**src/rtl/bsync_tx_pkg.sv**
```systemverilog
package bsync_tx_pkg;
  localparam logic [1:0] ADDR_DATA = 2'd0;
  localparam logic [1:0] ADDR_SYNC = 2'd1;
  localparam logic [1:0] ADDR_CTRL = 2'd2;

  localparam logic [1:0] CMD_RST_CRC = 2'b01;
  localparam logic [1:0] CMD_RST_EOM = 2'b10;

  typedef enum logic [1:0] {
    SRC_SYNC,
    SRC_DATA,
    SRC_CRC_HI,
    SRC_CRC_LO
  } src_e;

  typedef struct packed {
    logic auto_clr;
    logic irq_empty;
    logic crc_en;
    logic tx_en;
  } ctrl_t;
endpackage

```
**src/rtl/bsync_tx_fifo.sv**
```systemverilog
module bsync_tx_fifo #(
  parameter int unsigned W     = 8,
  parameter int unsigned DEPTH = 4
) (
  input  logic                           clk_i,
  input  logic                           rst_ni,
  input  logic                           push_i,
  input  logic [W-1:0]                   data_i,
  input  logic                           pop_i,
  output logic [W-1:0]                   data_o,
  output logic                           empty_o,
  output logic                           full_o,
  output logic [$clog2(DEPTH+1)-1:0]     cnt_o
);
  localparam int unsigned PTR_W = (DEPTH > 1) ? $clog2(DEPTH) : 1;
  localparam int unsigned CNT_W = $clog2(DEPTH+1);

  logic [W-1:0]     mem [DEPTH];
  logic [PTR_W-1:0] wr_ptr, rd_ptr;
  logic [CNT_W-1:0] cnt;
  logic             do_push, do_pop;

  assign empty_o = (cnt == '0);
  assign full_o  = (cnt == CNT_W'(DEPTH));
  assign cnt_o   = cnt;
  assign data_o  = mem[rd_ptr];
  assign do_push = push_i && !full_o;
  assign do_pop  = pop_i && !empty_o;

  function automatic logic [PTR_W-1:0] ptr_inc(logic [PTR_W-1:0] p);
    return (p == PTR_W'(DEPTH-1)) ? '0 : p + 1'b1;
  endfunction

  always_ff @(posedge clk_i or negedge rst_ni) begin
    if (!rst_ni) begin
      wr_ptr <= '0;
      rd_ptr <= '0;
      cnt    <= '0;
    end else begin
      if (do_push) wr_ptr <= ptr_inc(wr_ptr);
      if (do_pop)  rd_ptr <= ptr_inc(rd_ptr);
      case ({do_push, do_pop})
        2'b10:   cnt <= cnt + 1'b1;
        2'b01:   cnt <= cnt - 1'b1;
        default: cnt <= cnt;
      endcase
    end
  end

  always_ff @(posedge clk_i) begin
    if (do_push) mem[wr_ptr] <= data_i;
  end
endmodule

```
**src/rtl/bsync_tx_crc.sv**
```systemverilog
module bsync_tx_crc #(
  parameter int unsigned        DATA_W = 8,
  parameter int unsigned        CRC_W  = 16,
  parameter logic [CRC_W-1:0]   POLY   = 16'h8005
) (
  input  logic [CRC_W-1:0]  crc_i,
  input  logic [DATA_W-1:0] data_i,
  output logic [CRC_W-1:0]  crc_o
);
  logic [CRC_W-1:0] c;
  logic             fb;

  // bit-serial update unrolled over one character, MSB first
  always_comb begin
    c  = crc_i;
    fb = 1'b0;
    for (int i = DATA_W-1; i >= 0; i--) begin
      fb = c[CRC_W-1] ^ data_i[i];
      c  = {c[CRC_W-2:0], 1'b0};
      if (fb) c = c ^ POLY;
    end
    crc_o = c;
  end
endmodule

```
**src/rtl/bsync_tx.sv**
```systemverilog
module bsync_tx
  import bsync_tx_pkg::*;
#(
  parameter int unsigned           DATA_W     = 8,
  parameter int unsigned           FIFO_DEPTH = 4,
  parameter logic [2*DATA_W-1:0]   CRC_POLY   = 16'h8005
) (
  input  logic              clk_i,
  input  logic              rst_ni,
  input  logic              wr_en_i,
  input  logic [1:0]        wr_addr_i,
  input  logic [DATA_W-1:0] wr_data_i,
  input  logic              cmd_valid_i,
  input  logic [1:0]        cmd_i,
  input  logic              bit_en_i,
  output logic              sdo_o,
  output logic              eom_o,
  output logic              eom_irq_o,
  output logic              tx_irq_o,
  output logic              ovf_o
);
  localparam int unsigned CRC_W = 2*DATA_W;
  localparam int unsigned CNT_W = $clog2(FIFO_DEPTH+1);
  localparam int unsigned BIT_W = $clog2(DATA_W);
  localparam int unsigned CTL_W = $bits(ctrl_t);

  ctrl_t             ctrl_q;
  logic [DATA_W-1:0] sync_q;
  logic [CRC_W-1:0]  crc_q, crc_next;
  logic              eom_q, eom_irq_q, ovf_q, lo_pend_q;
  logic [DATA_W-2:0] sreg_q;
  logic [BIT_W-1:0]  bit_cnt_q;
  logic              sdo_q;

  logic              data_wr, push, pop, load;
  logic              fifo_empty, fifo_full;
  logic [DATA_W-1:0] fifo_dout, load_byte;
  logic [CNT_W-1:0]  fifo_cnt;
  logic              cmd_rst_crc, cmd_rst_eom;
  src_e              src;

  assign data_wr     = wr_en_i && (wr_addr_i == ADDR_DATA);
  assign push        = data_wr && !fifo_full;
  assign cmd_rst_crc = cmd_valid_i && (cmd_i == CMD_RST_CRC);
  assign cmd_rst_eom = cmd_valid_i && (cmd_i == CMD_RST_EOM);
  assign load        = bit_en_i && (bit_cnt_q == '0) && ctrl_q.tx_en;
  assign pop         = load && (src == SRC_DATA);

  bsync_tx_fifo #(.W(DATA_W), .DEPTH(FIFO_DEPTH)) u_fifo (
    .clk_i   (clk_i),
    .rst_ni  (rst_ni),
    .push_i  (push),
    .data_i  (wr_data_i),
    .pop_i   (pop),
    .data_o  (fifo_dout),
    .empty_o (fifo_empty),
    .full_o  (fifo_full),
    .cnt_o   (fifo_cnt)
  );

  bsync_tx_crc #(.DATA_W(DATA_W), .CRC_W(CRC_W), .POLY(CRC_POLY)) u_crc (
    .crc_i  (crc_q),
    .data_i (fifo_dout),
    .crc_o  (crc_next)
  );

  // source priority: finish trailer, then data, then trailer start, else sync
  always_comb begin
    if (lo_pend_q)        src = SRC_CRC_LO;
    else if (!fifo_empty) src = SRC_DATA;
    else if (!eom_q)      src = SRC_CRC_HI;
    else                  src = SRC_SYNC;
    case (src)
      SRC_DATA:   load_byte = fifo_dout;
      SRC_CRC_HI: load_byte = crc_q[CRC_W-1:DATA_W];
      SRC_CRC_LO: load_byte = crc_q[DATA_W-1:0];
      default:    load_byte = sync_q;
    endcase
  end

  always_ff @(posedge clk_i or negedge rst_ni) begin
    if (!rst_ni) begin
      ctrl_q <= '0;
      sync_q <= '0;
      ovf_q  <= 1'b0;
    end else begin
      if (wr_en_i && wr_addr_i == ADDR_SYNC) sync_q <= wr_data_i;
      if (wr_en_i && wr_addr_i == ADDR_CTRL) ctrl_q <= ctrl_t'(wr_data_i[CTL_W-1:0]);
      if (data_wr && fifo_full)              ovf_q  <= 1'b1;
    end
  end

  always_ff @(posedge clk_i or negedge rst_ni) begin
    if (!rst_ni) begin
      crc_q     <= '0;
      eom_q     <= 1'b1;
      eom_irq_q <= 1'b0;
      lo_pend_q <= 1'b0;
    end else begin
      eom_irq_q <= 1'b0;
      if (cmd_rst_crc)                           crc_q <= '0;
      else if (pop && ctrl_q.crc_en)             crc_q <= crc_next;
      if (load && src == SRC_CRC_HI)             lo_pend_q <= 1'b1;
      else if (load && src == SRC_CRC_LO)        lo_pend_q <= 1'b0;
      if (load && src == SRC_CRC_LO) begin
        eom_q     <= 1'b1;
        eom_irq_q <= !eom_q;
      end else if (cmd_rst_eom || (data_wr && ctrl_q.auto_clr)) begin
        eom_q <= 1'b0;
      end
    end
  end

  // shifter: a started character always completes, regardless of tx_en
  always_ff @(posedge clk_i or negedge rst_ni) begin
    if (!rst_ni) begin
      sreg_q    <= '0;
      bit_cnt_q <= '0;
      sdo_q     <= 1'b1;
    end else if (bit_en_i) begin
      if (bit_cnt_q != '0) begin
        sdo_q     <= sreg_q[DATA_W-2];
        sreg_q    <= {sreg_q[DATA_W-3:0], 1'b0};
        bit_cnt_q <= bit_cnt_q - 1'b1;
      end else if (ctrl_q.tx_en) begin
        sdo_q     <= load_byte[DATA_W-1];
        sreg_q    <= load_byte[DATA_W-2:0];
        bit_cnt_q <= BIT_W'(DATA_W-1);
      end else begin
        sdo_q <= 1'b1;
      end
    end
  end

  assign sdo_o     = sdo_q;
  assign eom_o     = eom_q;
  assign eom_irq_o = eom_irq_q;
  assign ovf_o     = ovf_q;
  assign tx_irq_o  = ctrl_q.irq_empty ? fifo_empty : !fifo_full;
endmodule

```
**config.mk**
```make
export PLATFORM = sky130hd
export DESIGN_NAME = bsync_tx
export DESIGN_NICKNAME = d
export VERILOG_FILES = /design/src/rtl/bsync_tx_pkg.sv /design/src/rtl/bsync_tx_fifo.sv /design/src/rtl/bsync_tx_crc.sv /design/src/rtl/bsync_tx.sv
export SDC_FILE = /design/constraint.sdc
export NUM_CORES = 1
export LEC_CHECK = 0
export ABC_AREA = 1
export ABC_CLOCK_PERIOD_IN_PS = 2850
export BUFFER_PORTS_ARGS = -buffer_cell sky130_fd_sc_hd__buf_2
export CAP_MARGIN = 20
export CORE_MARGIN = 8
export CORE_UTILIZATION = 49
export DETAILED_ROUTE_END_ITERATION = 8
export GPL_TIMING_DRIVEN = 0
export PLACE_DENSITY_LB_ADDON = 0.2
export SLEW_MARGIN = 20
export SYNTH_ARGS = -nofsm -noshare
export SYNTH_HDL_FRONTEND = slang
export SYNTH_SLANG_ARGS = --single-unit
```
**constraint.sdc**
```tcl
create_clock -name clk_i -period 2.85 [get_ports clk_i]
set_clock_uncertainty 0.2 [all_clocks]
set_input_delay 0.1425 -clock clk_i [delete_from_list [all_inputs] [get_ports clk_i]]
set_output_delay 0.1425 -clock clk_i [all_outputs]
set_load 0.02 [all_outputs]
```
# Yosys cells after proc, flatten, opt, wreduce, memory -nomap -nowiden
# Memory sizes are Yosys's and may differ from the RTL's.
# Index checks and enable logic that the tools add are counted.
word_totals:
  out_inout_bits: 5
  memories: 1
  mem_bits_rw: 32
  wordCells: 111
  reg_bits: 50
  input_bits: 17
memory_table:
  columns: ["memory", "depth", "width", "read_ports", "rd_ports_with_merged_regs", "write_ports", "line", "rtl"]
  rows:
  - ["u_fifo.mem", 4, 8, 1, 0, 1, "bsync_tx_fifo.sv:18", "logic [W-1:0] mem [DEPTH];"]
classes:
  n_mux: 31
  reduce_logical: 30
  bitwise_logic: 16
  n_eq_ne: 12
  add_sub_neg: 5
op_table:
  columns: ["operator", "count"]
  rows:
  - ["$mux 16", 10]
  - ["$not 3->3", 8]
  - ["$pmux 8 s3", 1]
  - ["$logic_and 1x1->1", 16]
  - ["$eq 2x2->1 const B", 7]
  - ["$mux 7", 2]
  - ["$mux 1", 10]
  - ["$mux 2", 5]
  - ["$reduce_bool 2->1", 5]
  - ["$eq 2x1->1 const B", 4]
  - ["$xor 1x1->1", 8]
  - ["$logic_not 3->1", 2]
  - ["$mux 3", 2]
  - ["$pmux 3 s2", 1]
  - ["$sub 3x1->3 const B", 2]
  - ["$add 2x1->2 const B", 2]
  - ["$add 3x1->3 const B", 1]
  - ["$eq 3x3->1 const B", 1]
  - ["$logic_not 1->1", 3]
  - ["$reduce_bool 3->1", 1]
  - ["$logic_not 2->1", 1]
  - ["$reduce_and 2->1", 1]
  - ["$logic_or 1x1->1", 1]

# Logic depth before layout (Yosys ltp)
# An unclocked memory read counts as a cell.
logic_depth:
  ltp_word: 19
  depth_mapped: 21
  depth_no_buf: 20

# Hierarchy
# From an unflattened synthesis, not the netlist that was laid out.
unflattened:
  hier_cells: 514
  hier_area_um2: 4693.3
modules_own_cells:
  columns: ["mod", "seq_area_each_um2", "instances", "cells_per_inst", "area_each_um2"]
  rows:
  - ["bsync_tx", 1078.5, 1, 285, 2333.5]
  - ["bsync_tx_fifo", 1136.1, 1, 154, 1781.7]
  - ["bsync_tx_crc", 0.0, 1, 75, 578.1]

# Least setup slack after synthesis
# Ideal clock, no wire load.
synth_timing:
  path_type: "reg2reg"
  start: "register bit_cnt_q[0]"
  end: "register u_fifo.cnt[2], in the netlist u_fifo.cnt_o[2]"
  t_arrival_ps: 2212
  path_buffers: 0
  path_slack_ps: 314
  path_stages_with_launch: 13
  cell_sequence: "dfrtp_1 > inv_1 > ha_1 > inv_1 > nor2_4 > nand2_1 > nor4_4 > ha_1 > inv_1 > fa_1 > a21oi_1 > o21ai_0 > xnor2_1"
synth_via:
  elab_chain_len: 7
  word_cells_on_any_way: 9
  cone_classes: "eq/ne: 2; mux: 1; reduce/logical: 6"
synth_lines:
  columns: ["item", "line", "rtl"]
  rows:
  - ["from (decl)", "bsync_tx.sv:32", "logic [BIT_W-1:0] bit_cnt_q;"]
  - ["from (signal assigned)", "bsync_tx.sv:124", "bit_cnt_q <= bit_cnt_q - 1'b1;"]
  - ["from (signal assigned)", "bsync_tx.sv:128", "bit_cnt_q <= BIT_W'(DATA_W-1);"]
  - ["$logic_not 3->1 (*)", "bsync_tx.sv:46", "assign load = bit_en_i && (bit_cnt_q == '0) && ctrl_q.tx_en;"]
  - ["$logic_and 1x1->1 (*) (2 in series)", "bsync_tx.sv:46", null]
  - ["$logic_and 1x1->1 (*)", "bsync_tx.sv:47", "assign pop = load && (src == SRC_DATA);"]
  - ["$logic_and 1x1->1 (*)", "bsync_tx_fifo.sv:28", "assign do_pop = pop_i && !empty_o;"]
  - ["named net u_fifo.do_pop", "bsync_tx_fifo.sv:21", "logic do_push, do_pop;"]
  - ["$eq 2x1->1 or $eq 2x2->1 (tied branches)", "bsync_tx_fifo.sv:42", "case ({do_push, do_pop})"]
  - ["$pmux 3 s2 or $reduce_bool 2->1 (tied branches)", null, null]
  - ["to (signal assigned)", "bsync_tx_fifo.sv:43", "2'b10: cnt <= cnt + 1'b1;"]
  - ["to (signal assigned)", "bsync_tx_fifo.sv:44", "2'b01: cnt <= cnt - 1'b1;"]
  - ["to (signal assigned)", "bsync_tx_fifo.sv:45", "default: cnt <= cnt;"]
  - ["to (decl)", "bsync_tx_fifo.sv:20", "logic [CNT_W-1:0] cnt;"]
# Mark *: on every way through the listed nets, which the timed path passes. The rest lies on a longest branch.
# A chain may end at the register's enable or synchronous reset.

# Final worst setup path
layout_timing:
  start: "register u_fifo.rd_ptr[0]"
  end: "register crc_q[2]"
layout_via:
  elab_chain_len: 19
  word_cells_on_any_way: 20
  cone_classes: "mux: 10; bitwise: 9; memory: 1"
layout_lines:
  columns: ["item", "line", "rtl"]
  rows:
  - ["from (decl)", "bsync_tx_fifo.sv:19", "logic [PTR_W-1:0] wr_ptr, rd_ptr;"]
  - ["from (signal assigned)", "bsync_tx_fifo.sv:41", "if (do_pop) rd_ptr <= ptr_inc(rd_ptr);"]
  - ["$mem_v2 4x8 (*)", null, null]
  - ["$xor 1x1->1", "bsync_tx_crc.sv:18", "fb = c[CRC_W-1] ^ data_i[i];"]
  - ["$mux 16", "bsync_tx_crc.sv:20", "if (fb) c = c ^ POLY;"]
  - ["$xor 1x1->1", "bsync_tx_crc.sv:18", null]
  - ["$mux 16", "bsync_tx_crc.sv:20", null]
  - ["$xor 1x1->1", "bsync_tx_crc.sv:18", null]
  - ["$mux 16", "bsync_tx_crc.sv:20", null]
  - ["$xor 1x1->1", "bsync_tx_crc.sv:18", null]
  - ["[3 not listed]", null, null]
  - ["$xor 1x1->1", "bsync_tx_crc.sv:18", null]
  - ["$mux 16", "bsync_tx_crc.sv:20", null]
  - ["$xor 1x1->1", "bsync_tx_crc.sv:18", null]
  - ["$mux 16", "bsync_tx_crc.sv:20", null]
  - ["$xor 1x1->1", "bsync_tx_crc.sv:18", null]
  - ["$mux 16 (*)", "bsync_tx_crc.sv:20", null]
  - ["$mux 16 (*)", "bsync_tx.sv:102", "else if (pop && ctrl_q.crc_en) crc_q <= crc_next;"]
  - ["$mux 16 (*)", "bsync_tx.sv:101", "if (cmd_rst_crc) crc_q <= '0;"]
  - ["to (signal assigned)", "bsync_tx.sv:102", null]
  - ["to (decl)", "bsync_tx.sv:29", "logic [CRC_W-1:0] crc_q, crc_next;"]
# Every way passes the cells marked *; elsewhere a longest branch is shown, timed or not. The select of a mux whose other input is x is not followed.

==> results.toml <==
[outcome]
status = "finished, final reports clean"

[worst_setup_path]
critPathMaxFanout = 10
r2r_start = "u_fifo.rd_ptr[0]"
worstPathCellList = "buf_6 -> inv_4 -> buf_6 -> nand2_1 -> nand3_1 -> nand2_1 -> xor2_2 -> inv_1 -> nand3_2 -> nand3_4 -> nand2_4 -> nand2_1 -> nand3_2 -> nand3_2 -> nand2_2 -> nand2_1 -> nand3_1 -> nand2_1"
crit_top_cell = "nand2_1"
cp.arrival_ps = 2650
startpoint = "u_fifo.rd_ptr[0]"
cp-end-kind = "register"
cp_top_family = "simple AND/OR/NAND/NOR gates"
crit_buf_inv = 4
critical_path_class = "register to register"
crit_slowest_cell = "dfrtp_1"
setup.worst_path.start_class = "register"
required_ps = 2890
critical-path-max-stage-delay_ps = 400

[synthesis]
synthMostInstantiatedCell = "nand2_1"
ys_seq_area_frac = 0.5356
yosys.area_share.simple = 0.2148
synth_edf_count = 32
synth.area.mux_share = 0.005446
synth_nets = 457
synth_warnings = 0
avgSynthCellArea_sq_um = 9.594
synthTopCellsByArea = "dfrtp_1, edfxtp_1, nand2_1"
synthesis.instances = 431
async_reset_ff_frac = 0.6098
synth-seq-cells = 82
ys.flop_type = "dfrtp_1"
synth_cell_types = 42
synthTopCellsByCount = "nand2_1, inv_1, dfrtp_1"
synth_compound_area_frac = 0.1207
synth_top_area_cell = "dfrtp_1"
yosysTopAreaCellShare = 0.2905
synth_xor_area_frac = 0.02572
synth_top_family_by_area = "simple AND/OR/NAND/NOR gates"
yosys.area_share.adder = 0.02905
syn_area_sq_um = 4135

[finish]
fillers = 722
area_delta_synth_final_pct = 14.98
layout-drive-gt1-share = 0.1773
finalInstanceArea_sq_um = 4755
diodes = 0
multiInputGateArea_sq_um = 1667
fin_nets = 506
stdcell_count = 590
seqCellArea_sq_um = 2215

[drt]
drc_errors = 0
drt-total-wl_mm = 8.967
vias = 3124
drtPass1Iterations = 4
via_per_inst = 5.295
first_iter_violations = 139
antenna_left = 0
post_drt_wl_per_cell_microns = 15.20

[die]
die_h_microns = 107.9
dieArea_sq_um = 11630
start_util = 0.5033
die_w_microns = 107.9
core_area_sq_um = 8217
rows = 33
top_level_ports = 22

[sta]
finalHoldViolations = 0
finalCritPeriodShare = 0.9147
tns_ps = 0
final-setup-viol-count = 0
worst_slew_pin_slew_ps = 834.1
max_freq_mhz = 383.6
maxSlewViolCount = 0
slew_headroom = 0.4419
fin_ws_ps = 243.1
fin_crit_ps = 2607

[placement]
dp_cells = 557
pre_cts_ws_ps = -124.6
gp_congestion = 0.8302
hpwl_mm = 6.544
portBuffers = 21
place_area_sq_um = 4372

[grt]
grt_pass1_vias = 3128
grt_usage = 0.1662
grt.overflow.total = 0
grt_max_degree = 51
grt_antenna_before_repair = 0
grt_pass1_wl_mm = 14.95

[job]
drv_cap = 0

[clock_network]
cts_buffer_depth = 2
clk_latency_ps = 350
clkTransAtPathRegs_ps = 80
htree_levels = 3
numCtsBuffers = 9
cts_tree = "done"
cts_root_buf = "clkbuf_8"
cts.sinks = 82

[min_path]
hp-class = "input pin to register"
hp-start = "wr_en_i"

[power]
p_per_area_nw_per_um2 = 1028
max-vdd-ir-drop_v = 0.0005057
p_leak_nw = 2.062
flip-flops by register name, indices dropped and copies added (netlist names), 3 cells and up:
signal        flops
u_fifo.mem       32
sync_q            8
ctrl_q            4
bit_cnt_q         3
sreg_q            7
crc_q            16
u_fifo.cnt_o      3
per-layer routing:
metal | up-vias | routed length (microns) | GRT usage
met5 | - | 0 | 0
met1 | 1501 | 3862 | 0.1999
met4 | 0 | 112 | 0.07136
met2 | 63 | 4664 | 0.2864
met3 | 10 | 327 | 0.02754
li1 | 1550 | - | -
worst paths after layout:
| check | to | slack (ps) | depth (start not counted) |
|---|---|---|---|
| max | crc_q[2] | 240 | 18 |
| min | eom_o | 30 | 6 |
| max reg2reg | crc_q[2] | 240 | 18 |
| min reg2reg | ovf_o | 280 | 1 |
| max in group asynchronous | crc_q[11] | 1850 | 2 |
| min in group asynchronous | bit_cnt_q[1] | 150 | 2 |
metrics by stage:
stage          total power [W]  utilization  hold WS [ps]
2_1_floorplan         0.003464            -        -353.1
3_3_place_gp          0.003922       0.5321         173.5
3_5_place_dp          0.003999       0.5321         175.7
4_1_cts               0.004848       0.5723         8.422
5_1_grt               0.005295       0.5787         79.27
6_report              0.004887       0.5787         33.65
where the power goes:
group | total, W | internal (W) | switching (W)
Clock | 0.000827 | 0.000405 | 0.000422
Sequential | 0.00160 | 0.00145 | 0.000146
Combinational | 0.00246 | 0.000858 | 0.00160
Total | 0.00489 | 0.00271 | 0.00217
tightest hold or removal path, delay by kind of cell:
kind                   cells  cell delay, ps
buffers and inverters      2             190
and+or+nand+nor            4             250
area by class of cell:
type                    count  area share
clock buffers              10     0.02684
repair buffers             38     0.05579
multi-input cells         281      0.3505
inverters                  60     0.04789
flip-flops and latches     82      0.4658
clock inverters             6     0.01368
well taps                 105     0.02763
plain buffers               8     0.01184
what timing repair did:
action / CTS / global route
resized for setup: 1 / 7
setup buffers: 2 / 3
endpoints found under the hold margin: 94 / 0
hold buffers: 12 / 0
pin swaps: 2 / 1
endpoints found under the setup margin: 5 / 14
cell families after synthesis:
group           count (synthesis)
fa+ha+maj                       9
buf+inv                        68
compound gates                 85
flops                          82
simple gates                  178
mux                             2
xor+xnor                        7
layout by cell type, fill, tap and decap left out, drive strengths merged, types with 2 or more instances in the layout:
cell type	instances
xor2	5
nand2	99
nor2	31
o21ai	32
o31ai	5
dfrtp	48
ha	8
edfxtp	32
a21oi	24
mux2	2
inv	61
o22ai	11
dlygate4sd3	12
nand3	43
dfstp	2
clkbuf	12
nand3b	2
xnor2	2
buf	32
o221ai	7
clkinvlp	3
Note: power is estimated with default switching activity, not from simulation.
